===== config.mk =====
export PLATFORM = sky130hd
export DESIGN_NAME = tone_detector
export DESIGN_NICKNAME = d
export VERILOG_FILES = /design/src/rtl/tone_pkg.sv /design/src/rtl/tone_sync.sv /design/src/rtl/tone_period_meter.sv /design/src/rtl/tone_qualifier.sv /design/src/rtl/tone_detector.sv
export SDC_FILE = /design/constraint.sdc
export NUM_CORES = 1
export LEC_CHECK = 0
export ABC_CLOCK_PERIOD_IN_PS = 3820
export BUFFER_PORTS_ARGS = -buffer_cell sky130_fd_sc_hd__buf_2
export CORE_ASPECT_RATIO = 0.5
export CORE_MARGIN = 10
export CORE_UTILIZATION = 30
export DETAILED_ROUTE_END_ITERATION = 10
export MAX_ROUTING_LAYER = met4
export SYNTH_ARGS = -nofsm -noshare
export SYNTH_HDL_FRONTEND = slang
export SYNTH_SLANG_ARGS = --single-unit

===== constraint.sdc =====
create_clock -name clk_i -period 3.82 [get_ports clk_i]
set_input_delay 0.573 -clock clk_i [delete_from_list [all_inputs] [get_ports clk_i]]
set_output_delay 0.573 -clock clk_i [all_outputs]
set_load 0.02 [all_outputs]

===== src/rtl/tone_pkg.sv =====
package tone_pkg;
  function automatic int cyc_of(input int clk_hz, input int tone_hz);
    return clk_hz / tone_hz;
  endfunction
endpackage


===== src/rtl/tone_sync.sv =====
module tone_sync #(
  parameter int STAGES = 2
) (
  input  logic clk_i,
  input  logic rst_ni,
  input  logic d_i,
  output logic q_o
);
  logic [STAGES-1:0] sr_q;

  always_ff @(posedge clk_i or negedge rst_ni) begin
    if (!rst_ni) sr_q <= '0;
    else         sr_q <= {sr_q[STAGES-2:0], d_i};
  end

  assign q_o = sr_q[STAGES-1];
endmodule


===== src/rtl/tone_period_meter.sv =====
module tone_period_meter #(
  parameter int CNT_MAX = 300,
  localparam int CNT_W  = $clog2(CNT_MAX + 1)
) (
  input  logic             clk_i,
  input  logic             rst_ni,
  input  logic             sig_i,
  output logic             edge_o,
  output logic [CNT_W-1:0] cnt_o,
  output logic             sat_o
);
  logic             sig_q;
  logic [CNT_W-1:0] cnt_q;

  assign edge_o = sig_i & ~sig_q;
  assign sat_o  = (cnt_q == CNT_W'(CNT_MAX));
  assign cnt_o  = cnt_q;

  // reset to saturated: the first edge after reset yields no valid period
  always_ff @(posedge clk_i or negedge rst_ni) begin
    if (!rst_ni) begin
      sig_q <= 1'b0;
      cnt_q <= CNT_W'(CNT_MAX);
    end else begin
      sig_q <= sig_i;
      if (edge_o)      cnt_q <= CNT_W'(1);
      else if (!sat_o) cnt_q <= cnt_q + CNT_W'(1);
    end
  end
endmodule


===== src/rtl/tone_qualifier.sv =====
module tone_qualifier #(
  parameter int CNT_W    = 9,
  parameter int MIN_CYC  = 91,
  parameter int MAX_CYC  = 110,
  parameter int RUN_NEED = 2,
  localparam int RUN_W   = $clog2(RUN_NEED + 1)
) (
  input  logic             clk_i,
  input  logic             rst_ni,
  input  logic             edge_i,
  input  logic [CNT_W-1:0] meas_i,
  input  logic             sat_i,
  output logic             present_o,
  output logic             mon_o
);
  logic             present_q, mon_q;
  logic [RUN_W-1:0] run_q, run_nx;
  logic             in_win;

  assign in_win = (meas_i >= CNT_W'(MIN_CYC)) && (meas_i <= CNT_W'(MAX_CYC));
  assign run_nx = (run_q == RUN_W'(RUN_NEED)) ? run_q : run_q + RUN_W'(1);

  always_ff @(posedge clk_i or negedge rst_ni) begin
    if (!rst_ni) begin
      present_q <= 1'b0;
      mon_q     <= 1'b0;
      run_q     <= '0;
    end else if (sat_i) begin
      // silence for the full timeout: carrier gone, monitor kept
      present_q <= 1'b0;
      run_q     <= '0;
    end else if (edge_i) begin
      if (in_win) begin
        run_q <= run_nx;
        if (!present_q && run_nx == RUN_W'(RUN_NEED)) begin
          present_q <= 1'b1;
          mon_q     <= 1'b0;
        end
      end else begin
        run_q <= '0;
        if (present_q) mon_q <= 1'b1;
      end
    end
  end

  assign present_o = present_q;
  assign mon_o     = mon_q;
endmodule


===== src/rtl/tone_detector.sv =====
module tone_detector #(
  parameter int CLK_HZ          = 50_000_000,
  parameter int TONE_LO_HZ      = 20_000,
  parameter int TONE_HI_HZ      = 24_000,
  parameter int TONE_NOM_HZ     = 22_000,
  parameter int TIMEOUT_PERIODS = 3,
  parameter int RUN_NEED        = 2,
  parameter int SYNC_STAGES     = 2
) (
  input  logic clk_i,
  input  logic rst_ni,
  input  logic det_in_i,
  output logic tone_n_o,
  output logic det_o,
  output logic mon_o
);
  import tone_pkg::*;

  localparam int MIN_CYC = cyc_of(CLK_HZ, TONE_HI_HZ);
  localparam int MAX_CYC = cyc_of(CLK_HZ, TONE_LO_HZ);
  localparam int TO_CYC  = TIMEOUT_PERIODS * cyc_of(CLK_HZ, TONE_NOM_HZ);
  localparam int CNT_W   = $clog2(TO_CYC + 1);

  logic             sig_s;
  logic             edge_w;
  logic             sat_w;
  logic [CNT_W-1:0] cnt_w;
  logic             present_w;

  tone_sync #(.STAGES(SYNC_STAGES)) u_sync (
    .clk_i (clk_i),
    .rst_ni(rst_ni),
    .d_i   (det_in_i),
    .q_o   (sig_s)
  );

  tone_period_meter #(.CNT_MAX(TO_CYC)) u_meter (
    .clk_i (clk_i),
    .rst_ni(rst_ni),
    .sig_i (sig_s),
    .edge_o(edge_w),
    .cnt_o (cnt_w),
    .sat_o (sat_w)
  );

  tone_qualifier #(
    .CNT_W   (CNT_W),
    .MIN_CYC (MIN_CYC),
    .MAX_CYC (MAX_CYC),
    .RUN_NEED(RUN_NEED)
  ) u_qual (
    .clk_i    (clk_i),
    .rst_ni   (rst_ni),
    .edge_i   (edge_w),
    .meas_i   (cnt_w),
    .sat_i    (sat_w),
    .present_o(present_w),
    .mon_o    (mon_o)
  );

  assign det_o    = present_w;
  assign tone_n_o = ~present_w;
endmodule


---- After elaboration in Yosys (flattened, before gate mapping) ----
Cells that the tools add are included.
storage, ports and cells
  register bits after elaboration ......... 20
  latch bits .............................. 0
  RAM bits ................................ 0
  memory bits (read-only) ................. 0
  bits of input ports ..................... 3
  output and inout bits ................... 3
  logic and storage cells ................. 41
  memories kept ........................... 0
operators by class
  add/subtract/negate cells ............... 2
  $mul .................................... 0
  div/mod/pow operators ................... 0
  order comparisons ....................... 2
  equality and inequality tests ........... 5
  shift operators ......................... 0
  multiplexer cells ....................... 13
  bitwise operators ....................... 4
  reduce and logical (&&, ||, !) cells .... 9
operators with widths
  operator                                                          number
  two-way mux 13 bit                                                2
  adder 13 x 1 -> 13 bit, second input constant                     1
  equality test 13 bit, second input constant                       1
  >= comparator 13 x 12 -> 1 bit, second input constant             1
  less-or-equal comparator 13 x 12 -> 1 bit, second input constant  1
  two-way mux 2 bit                                                 4
  nonzero test 2 bit                                                4
  two-way mux 1 bit                                                 7
  equality test 2 bit, second input constant                        2
  != test 2 bit, second input constant                              2
  AND reduction 4 bit                                               1
  inverter 1 bit                                                    3
  AND reduction 3 bit                                               1
  adder 2 x 1 -> 2 bit, second input constant                       1
  logical AND 1 bit                                                 2
  bitwise AND 1 bit                                                 1
  zero test 1 bit                                                   1

---- Logic depth before layout (Yosys ltp) ----
Gate-level depths: netlist (run 1).
  depth in word-level cells ............... 8
  depth in mapped cells ................... 7
  depth with buffers taken out ............ 6

---- Hierarchy ----
A second synthesis (run 1) with hierarchy kept.
second synthesis, totals
  cells, all modules ...................... 110
  area total of the unflattened synthesis .. 1,111.1 µm²
modules (own cells, without submodules)
  module             instances  cells each  area each (µm²)
  tone_period_meter  1          77          778.2
  tone_qualifier     1          30          279.0
  tone_sync          1          2           50.0
  tone_detector      1          1           3.8

---- Worst setup path after synthesis (run 1) ----
OpenSTA, ideal clock, no wires.
  path kind ............................... flip-flop to flip-flop
  from .................................... register u_meter.cnt_q[0], in the netlist u_meter.cnt_o[0]
  to ...................................... register u_qual.mon_q, in the netlist u_qual.mon_o
  library setup time ...................... 0.132 ns
  data arrival time ....................... 1.360 ns
  data required time ...................... 3.688 ns
  slack ................................... 2.328 ns
  cell stages (with the launch flop) ...... 7
  cells stage by stage .................... dfrtp_1 > inv_1 > ha_1 > nand2_1 > or4_1 > o22ai_2 > a31oi_1
on the way
  word-level cells in the longest chain between the ends .. 4
RTL lines
  item                                                                                         line                     text
  from (decl)                                                                                  tone_period_meter.sv:13  logic [CNT_W-1:0] cnt_q;
  from (signal assigned)                                                                       tone_period_meter.sv:23  cnt_q <= CNT_W'(CNT_MAX);
  from (signal assigned)                                                                       tone_period_meter.sv:27  else if (!sat_o) cnt_q <= cnt_q + CNT_W'(1);
  >= comparator 13 x 12 -> 1 bit or less-or-equal comparator 13 x 12 -> 1 bit (tied branches)  tone_qualifier.sv:20     assign in_win = (meas_i >= CNT_W'(MIN_CYC)) && (meas_i <= CNT_W'(MAX_CYC));
  logical AND 1 bit                                                                            tone_qualifier.sv:20
  != test 2 bit (no line) or nonzero test 2 bit (tied branches)                                -
  AND reduction 4 bit (no line)                                                                -
  to (signal assigned)                                                                         tone_qualifier.sv:26     mon_q <= 1'b0;
  to (signal assigned)                                                                         tone_qualifier.sv:37     mon_q <= 1'b0;
  to (signal assigned)                                                                         tone_qualifier.sv:41     if (present_q) mon_q <= 1'b1;
  to (decl)                                                                                    tone_qualifier.sv:16     logic present_q, mon_q;
Parallel ways exist; a longest one is shown, timed or not.
A chain may end at the register's enable or synchronous reset.

---- Worst setup path after layout (run 1) ----
Ends and elaborated chain as after synthesis.

==> results.sh, run 1 <==
export IMPL_drc=0
export IMPL_outcome="complete, no violations"
export IMPL_rsz0062_at_grt="no"
export IMPL_synth_seq_cells=20
export IMPL_drive_gt1_share_pct=18.1
export IMPL_ios=6
export IMPL_worstPathMaxFanout=4
export IMPL_io_buffers=5
export IMPL_grt_overflow=0
export IMPL_async_flop_share_pct=100
export IMPL_cts_root_buf="clkbuf_8"
export IMPL_cp_arrival_ns=1.78
export IMPL_syn_avg_cell_area_um2=10.1
export IMPL_ant_nets=0
export IMPL_place_hpwl_um=1490
export IMPL_antenna_found_initial=0
export IMPL_cts_resized=0
export IMPL_place_congestion=0.747
export IMPL_clkSlewWorstSetupHoldPaths_ns=0.07
export IMPL_drt_pre_antenna_iters=4
export IMPL_clock_path_buffers=2
export IMPL_finalClockSkew_ns=0.00253
export IMPL_path_class="flop to flop"
export IMPL_tritoncts="built"
export IMPL_crit_path_end="u_qual.mon_o"
export IMPL_cap_violations=0
export IMPL_layout_common_cells="dfrtp_1, nor2_1, nand3_1"
export IMPL_grtUsageTotal_pct=6.33
export IMPL_rrSetupSlack_ns=2.18
export IMPL_leakagePower_nw=0.495
export IMPL_fmax_mhz=609
export IMPL_post_route_util_pct=34.7
export IMPL_drt_iter0_markers=24
export IMPL_critPathLaunch="u_meter.cnt_o[0]"
export IMPL_row_count=15
export IMPL_num_antenna_cells=0
export IMPL_grt_pass1_vias=755
export IMPL_start_util_pct=32.2
export IMPL_fin_nets=123
export IMPL_fp_coreArea_um2=3550
export IMPL_wl_per_cell_um=12.5
export IMPL_powerDensity_nw_per_um2=405
export IMPL_htree_levels=1
export IMPL_slew_limit_headroom_pct=70.4
export IMPL_cts_sinks=20
export IMPL_ir_worst_vdd_mv=0.201
export IMPL_synth_ff_type="dfrtp_1"
export IMPL_finalHoldViolCount=0
export IMPL_synth_edf_count=0
export IMPL_period_share_pct=43.0
export IMPL_wirelength_um=2090
export IMPL_r2r_start="u_meter.cnt_o[0]"
export IMPL_synth_cell_type_count=39
export IMPL_vias=808
export IMPL_max_slew_worst_pin_slew_ns=0.444
export IMPL_grt_pass1_wl_um=3540
export IMPL_cts_setup_buffers=0
export IMPL_chipHeight_um=63.6
export IMPL_die_area_um2=6830
export IMPL_final_common_cell="dfrtp_1"
export IMPL_fin_setup_tns_ns=0
export IMPL_area_delta_synth_final_pct=7.67
export IMPL_cp_start_kind="flop"
export IMPL_r2r_worst_path_cells=6
export IMPL_end_kind="flop"
export IMPL_clock_latency_ns=0.26
export IMPL_grt_max_degree=21
export IMPL_syn_nets=119
export IMPL_via_per_inst=4.84
export IMPL_dieWidth_um=107
export IMPL_cts_made_buffers=3
export IMPL_yosysWarningCount=0
export IMPL_synth_area_um2=1140
export IMPL_hold_class="input pin to async pin"
export IMPL_slew_violations=0
export IMPL_syn_inst=113
export IMPL_hold_buffers=0
export IMPL_reg2reg_to="u_qual.mon_o"
export IMPL_setup_viol=0
export IMPL_cp_required_ns=3.96
export IMPL_ys_seq_area_share_pct=44.4
export IMPL_fin_crit_ns=1.64
-- critical path, stage by stage (launching register included) --
cell	delay [ns]
dfrtp_1	0.42
inv_1	0.11
ha_1	0.17
nand2_1	0.05
or4_1	0.42
o22ai_2	0.24
a31oi_1	0.12
-- routing by layer --
| metal | part of all wire [%] | GRT usage, % | wire length (µm) |
|---|---|---|---|
| met3 | 2.2 | 1.22 | 46 |
| met5 | 0 | - | 0 |
| met4 | 1.6 | 3.02 | 34 |
| met1 | 54 | 8.28 | 1130 |
| met2 | 42 | 9.09 | 879 |
-- registers in the layout (all words and copies together), names as in the netlist --
name	flops
u_qual.mon_o	1
u_sync.sr_q	2
u_meter.cnt_o	13
u_meter.sig_q	1
u_qual.present_o	1
u_qual.run_q	2
-- stage by stage --
step                cell area, µm²  instances  total power [W]  hold WS, ns  setup slack (ns)
floorplan                     1140        113         0.000326        0.277              2.33
global placement              1170        163         0.000339        0.343              2.24
detailed placement            1170        163         0.000341        0.347              2.18
CTS                           1230        167         0.000505        0.268              2.17
global route                  1230        167         0.000528        0.277              2.11
finish                        1230        167         0.000498        0.247              2.18
-- area by class of cell --
type | count | area [µm²]
Clock buffer | 4 | 55.1
Fill cell | 369 | 2320
Inverter | 5 | 18.8
Multi-Input combinational cell | 81 | 553
Sequential cell | 20 | 507
Tap cell | 51 | 63.8
Timing Repair Buffer | 6 | 32.5
-- power by group --
group	total, W	leakage (nW)	internal (W)	switching [W]
sequential	0.000261	0.248	0.000229	0.0000314
combinational	0.0000763	0.218	0.0000356	0.0000407
clock	0.000162	0.0288	0.0000917	0.0000698
-- cells in the mapped netlist (2+ instances only) --
master    instances  area share [%]
dfstp_2           5              12
nand3_1           6             2.6
inv_1             5             1.6
buf_6             2             2.0
xnor2_1           4             3.1
nor4_1            3             1.6
ha_1              3             3.3
nand4_1           5             2.7
a21oi_1           3             1.3
nor2_1           11             3.6
nor3_1            3             1.3
dfrtp_1          15              33
a31o_1            3             2.3
o21ai_0           4             1.8
and4_1            2             1.5
nand3b_1          2             1.3
nand2b_1          3             1.6
xor2_1            5             3.8
buf_4             2             1.3
and2_1            3             1.6
nand2_1           5             1.6
a31oi_1           2             1.1
-- kinds of logic after synthesis --
logic type,after synthesis,synth area share (%)
AO/OA/AOI/OAI,15,9.20
XOR/XNOR,9,6.90
adder cells (fa/ha/maj),3,3.29
buffers and inverters,12,7.23
flip-flops,20,44.4
multiplexers,1,0.876
AND/OR/NAND/NOR,53,28.2
-- worst min path at each step --
stage                   start  slack (ns)  depth (start not counted)                to
3_3_place_gp   u_sync.sr_q[0]        0.34                          0    u_sync.sr_q[1]
5_1_grt                rst_ni        0.28                          1  u_meter.cnt_o[4]
3_5_place_dp   u_sync.sr_q[0]        0.35                          0    u_sync.sr_q[1]
2_1_floorplan          rst_ni        0.28                          0  u_meter.cnt_o[0]
6_report               rst_ni        0.25                          1  u_meter.cnt_o[3]
4_1_cts                rst_ni        0.27                          1  u_meter.cnt_o[4]
Power figures use the tool's default switching activity.
==> inputs of run 2 (changes only) <==
Settings changed: ABC_CLOCK_PERIOD_IN_PS 3820 to 1580.
Clock period 3.82 ns to 1.58 ns, I/O delays scaled along.
==> results.sh, run 2 (synthesis gave the netlist of run 1 again) <==
export IMPL_grt_pass1_vias=827
export IMPL_drc=0
export IMPL_dp_cells=171
export IMPL_clock_path_buffers=2
export IMPL_max_slew_worst_pin_slew_ns=0.449
export IMPL_min_delay_start="det_in_i"
export IMPL_clock_latency_ns=0.26
export IMPL_hold_slack_ns=0.0818
export IMPL_fin_nets=135
export IMPL_die_area_um2=6830
export IMPL_largest_reg_flops=13
export IMPL_cap_violations=0
export IMPL_fp_coreArea_um2=3550
export IMPL_crit_chain="nor4b_4 > and4bb_2 > o22ai_4 > a31o_1"
export IMPL_fin_crit_ns=1.57
export IMPL_final_common_cell="dfrtp_1"
export IMPL_cp_required_ns=1.73
export IMPL_fmax_mhz=638
export IMPL_start_util_pct=32.2
export IMPL_drive_gt1_share_pct=30.5
export IMPL_dieWidth_um=107
export IMPL_grt_use_met3_pct=2.23
export IMPL_place_congestion=0.782
export IMPL_row_count=15
export IMPL_setup_viol=0
export IMPL_area_delta_synth_final_pct=18.4
export IMPL_top_usage_layer="met2"
export IMPL_ant_nets=0
export IMPL_rrSetupSlack_ns=0.01
export IMPL_r2r_start="u_meter.cnt_o[11]"
export IMPL_reg2reg_to="u_qual.run_q[0]"
export IMPL_fill_cells=358
export IMPL_cts_sinks=20
export IMPL_tritoncts="built"
export IMPL_worst_path_buf_inv=0
export IMPL_ios=6
export IMPL_multi_input_area_um2=582
export IMPL_cts_made_buffers=3
export IMPL_global_route_usage_met1_pct=8.91
export IMPL_crit_slowest_cell="dfstp_2"
export IMPL_grtUsageTotal_pct=7.09
export IMPL_cts_root_buf="clkbuf_8"
export IMPL_vias=853
export IMPL_wl_per_cell_um=12.4
export IMPL_rsz0062_at_grt="yes"
export IMPL_wirelength_um=2220
export IMPL_finalClockSkew_ns=0.00127
export IMPL_via_per_inst=4.77
export IMPL_p_total_w=0.00128
export IMPL_fin_setup_tns_ns=0
export IMPL_whs_path_depth=1
export IMPL_layout_common_cells="dfrtp_1, buf_4, nor2_1"
export IMPL_finalHoldViolCount=0
export IMPL_hold_class="input pin to flop"
export IMPL_drt_iter0_markers=39
export IMPL_period_share_pct=99.3
export IMPL_slew_violations=0
export IMPL_grt_max_degree=21
export IMPL_grt_use_met2_pct=10.0
export IMPL_end_kind="flop"
export IMPL_leakagePower_nw=0.560
export IMPL_path_class="flop to flop"
export IMPL_crit_family="simple AND/OR/NAND/NOR gates"
export IMPL_final_seq_area_um2=508
export IMPL_hold_path_endpoint="u_sync.sr_q[0]"
export IMPL_num_antenna_cells=0
export IMPL_place_hpwl_um=1590
export IMPL_powerDensity_nw_per_um2=946
export IMPL_cp_start_kind="flop"
export IMPL_ir_worst_vdd_mv=0.560
export IMPL_instances_no_fill=179
export IMPL_outcome="complete, no violations"
export IMPL_cp_arrival_ns=1.72
export IMPL_r2r_worst_path_cells=4
export IMPL_worstPathMaxFanout=5
export IMPL_slew_limit_headroom_pct=70.1
export IMPL_drt_pre_antenna_iters=4
export IMPL_htree_levels=1
export IMPL_antenna_found_initial=0
export IMPL_slowest_delay_ns=0.57
export IMPL_io_buffers=5
export IMPL_grt_overflow=0
export IMPL_grt_pass1_wl_um=3930
export IMPL_chipHeight_um=63.6
export IMPL_clkSlewWorstSetupHoldPaths_ns=0.07
run 2: how the worst max path moves through the flow:
stage                                 start               end  slack [ns]  depth (start not counted)
final                     u_meter.cnt_o[11]   u_qual.run_q[0]        0.01                          4
after detailed placement   u_meter.cnt_o[0]      u_qual.mon_o       -0.02                          6
after CTS                  u_meter.cnt_o[3]  u_qual.present_o        0.01                          4
after floorplan            u_meter.cnt_o[0]      u_qual.mon_o        0.09                          6
after global routing      u_meter.cnt_o[11]   u_qual.run_q[0]       -0.05                          4
after global placement     u_meter.cnt_o[0]      u_qual.mon_o       -0.04                          6
run 2: final cells by class:
class,instances,area share (%)
Tap cell,51,4.72
Clock buffer,4,4.07
Sequential cell,20,37.6
Multi-Input combinational cell,81,43.0
Timing Repair Buffer,18,9.25
Inverter,5,1.39
run 2: stage by stage:
| step | setup WS, ns | utilization, % | cell area [µm²] |
|---|---|---|---|
| after floorplan | 0.0881 | - | 1140 |
| after global placement | -0.0367 | 34.8 | 1230 |
| after detailed placement | -0.0235 | 34.8 | 1230 |
| after CTS | 0.0100 | 37.7 | 1340 |
| after global routing | -0.0502 | 38.1 | 1350 |
| final | 0.0116 | 38.1 | 1350 |
run 2: metal layers:
layer	vias to the layer above	wire length (µm)
met5	-	0
met4	0	38
met3	5	78
met2	17	942
met1	403	1160
li1	428	-
run 2: where the power goes:
group          leakage (nW)  internal, W  switching, W
Clock                0.0288     0.000222      0.000161
Sequential            0.247     0.000556     0.0000707
Combinational         0.284     0.000143      0.000128
Total                 0.560     0.000921      0.000359
run 2: timing repair:
action / CTS / global route
gates resized for setup: 5 / 4
hold buffers: 1 / 0
cloned: 0 / 0
buffers inserted: 2 / 1
pin swaps: 3 / 5
setup endpoints to repair: 4 / 5
hold endpoints to repair: 15 / 0
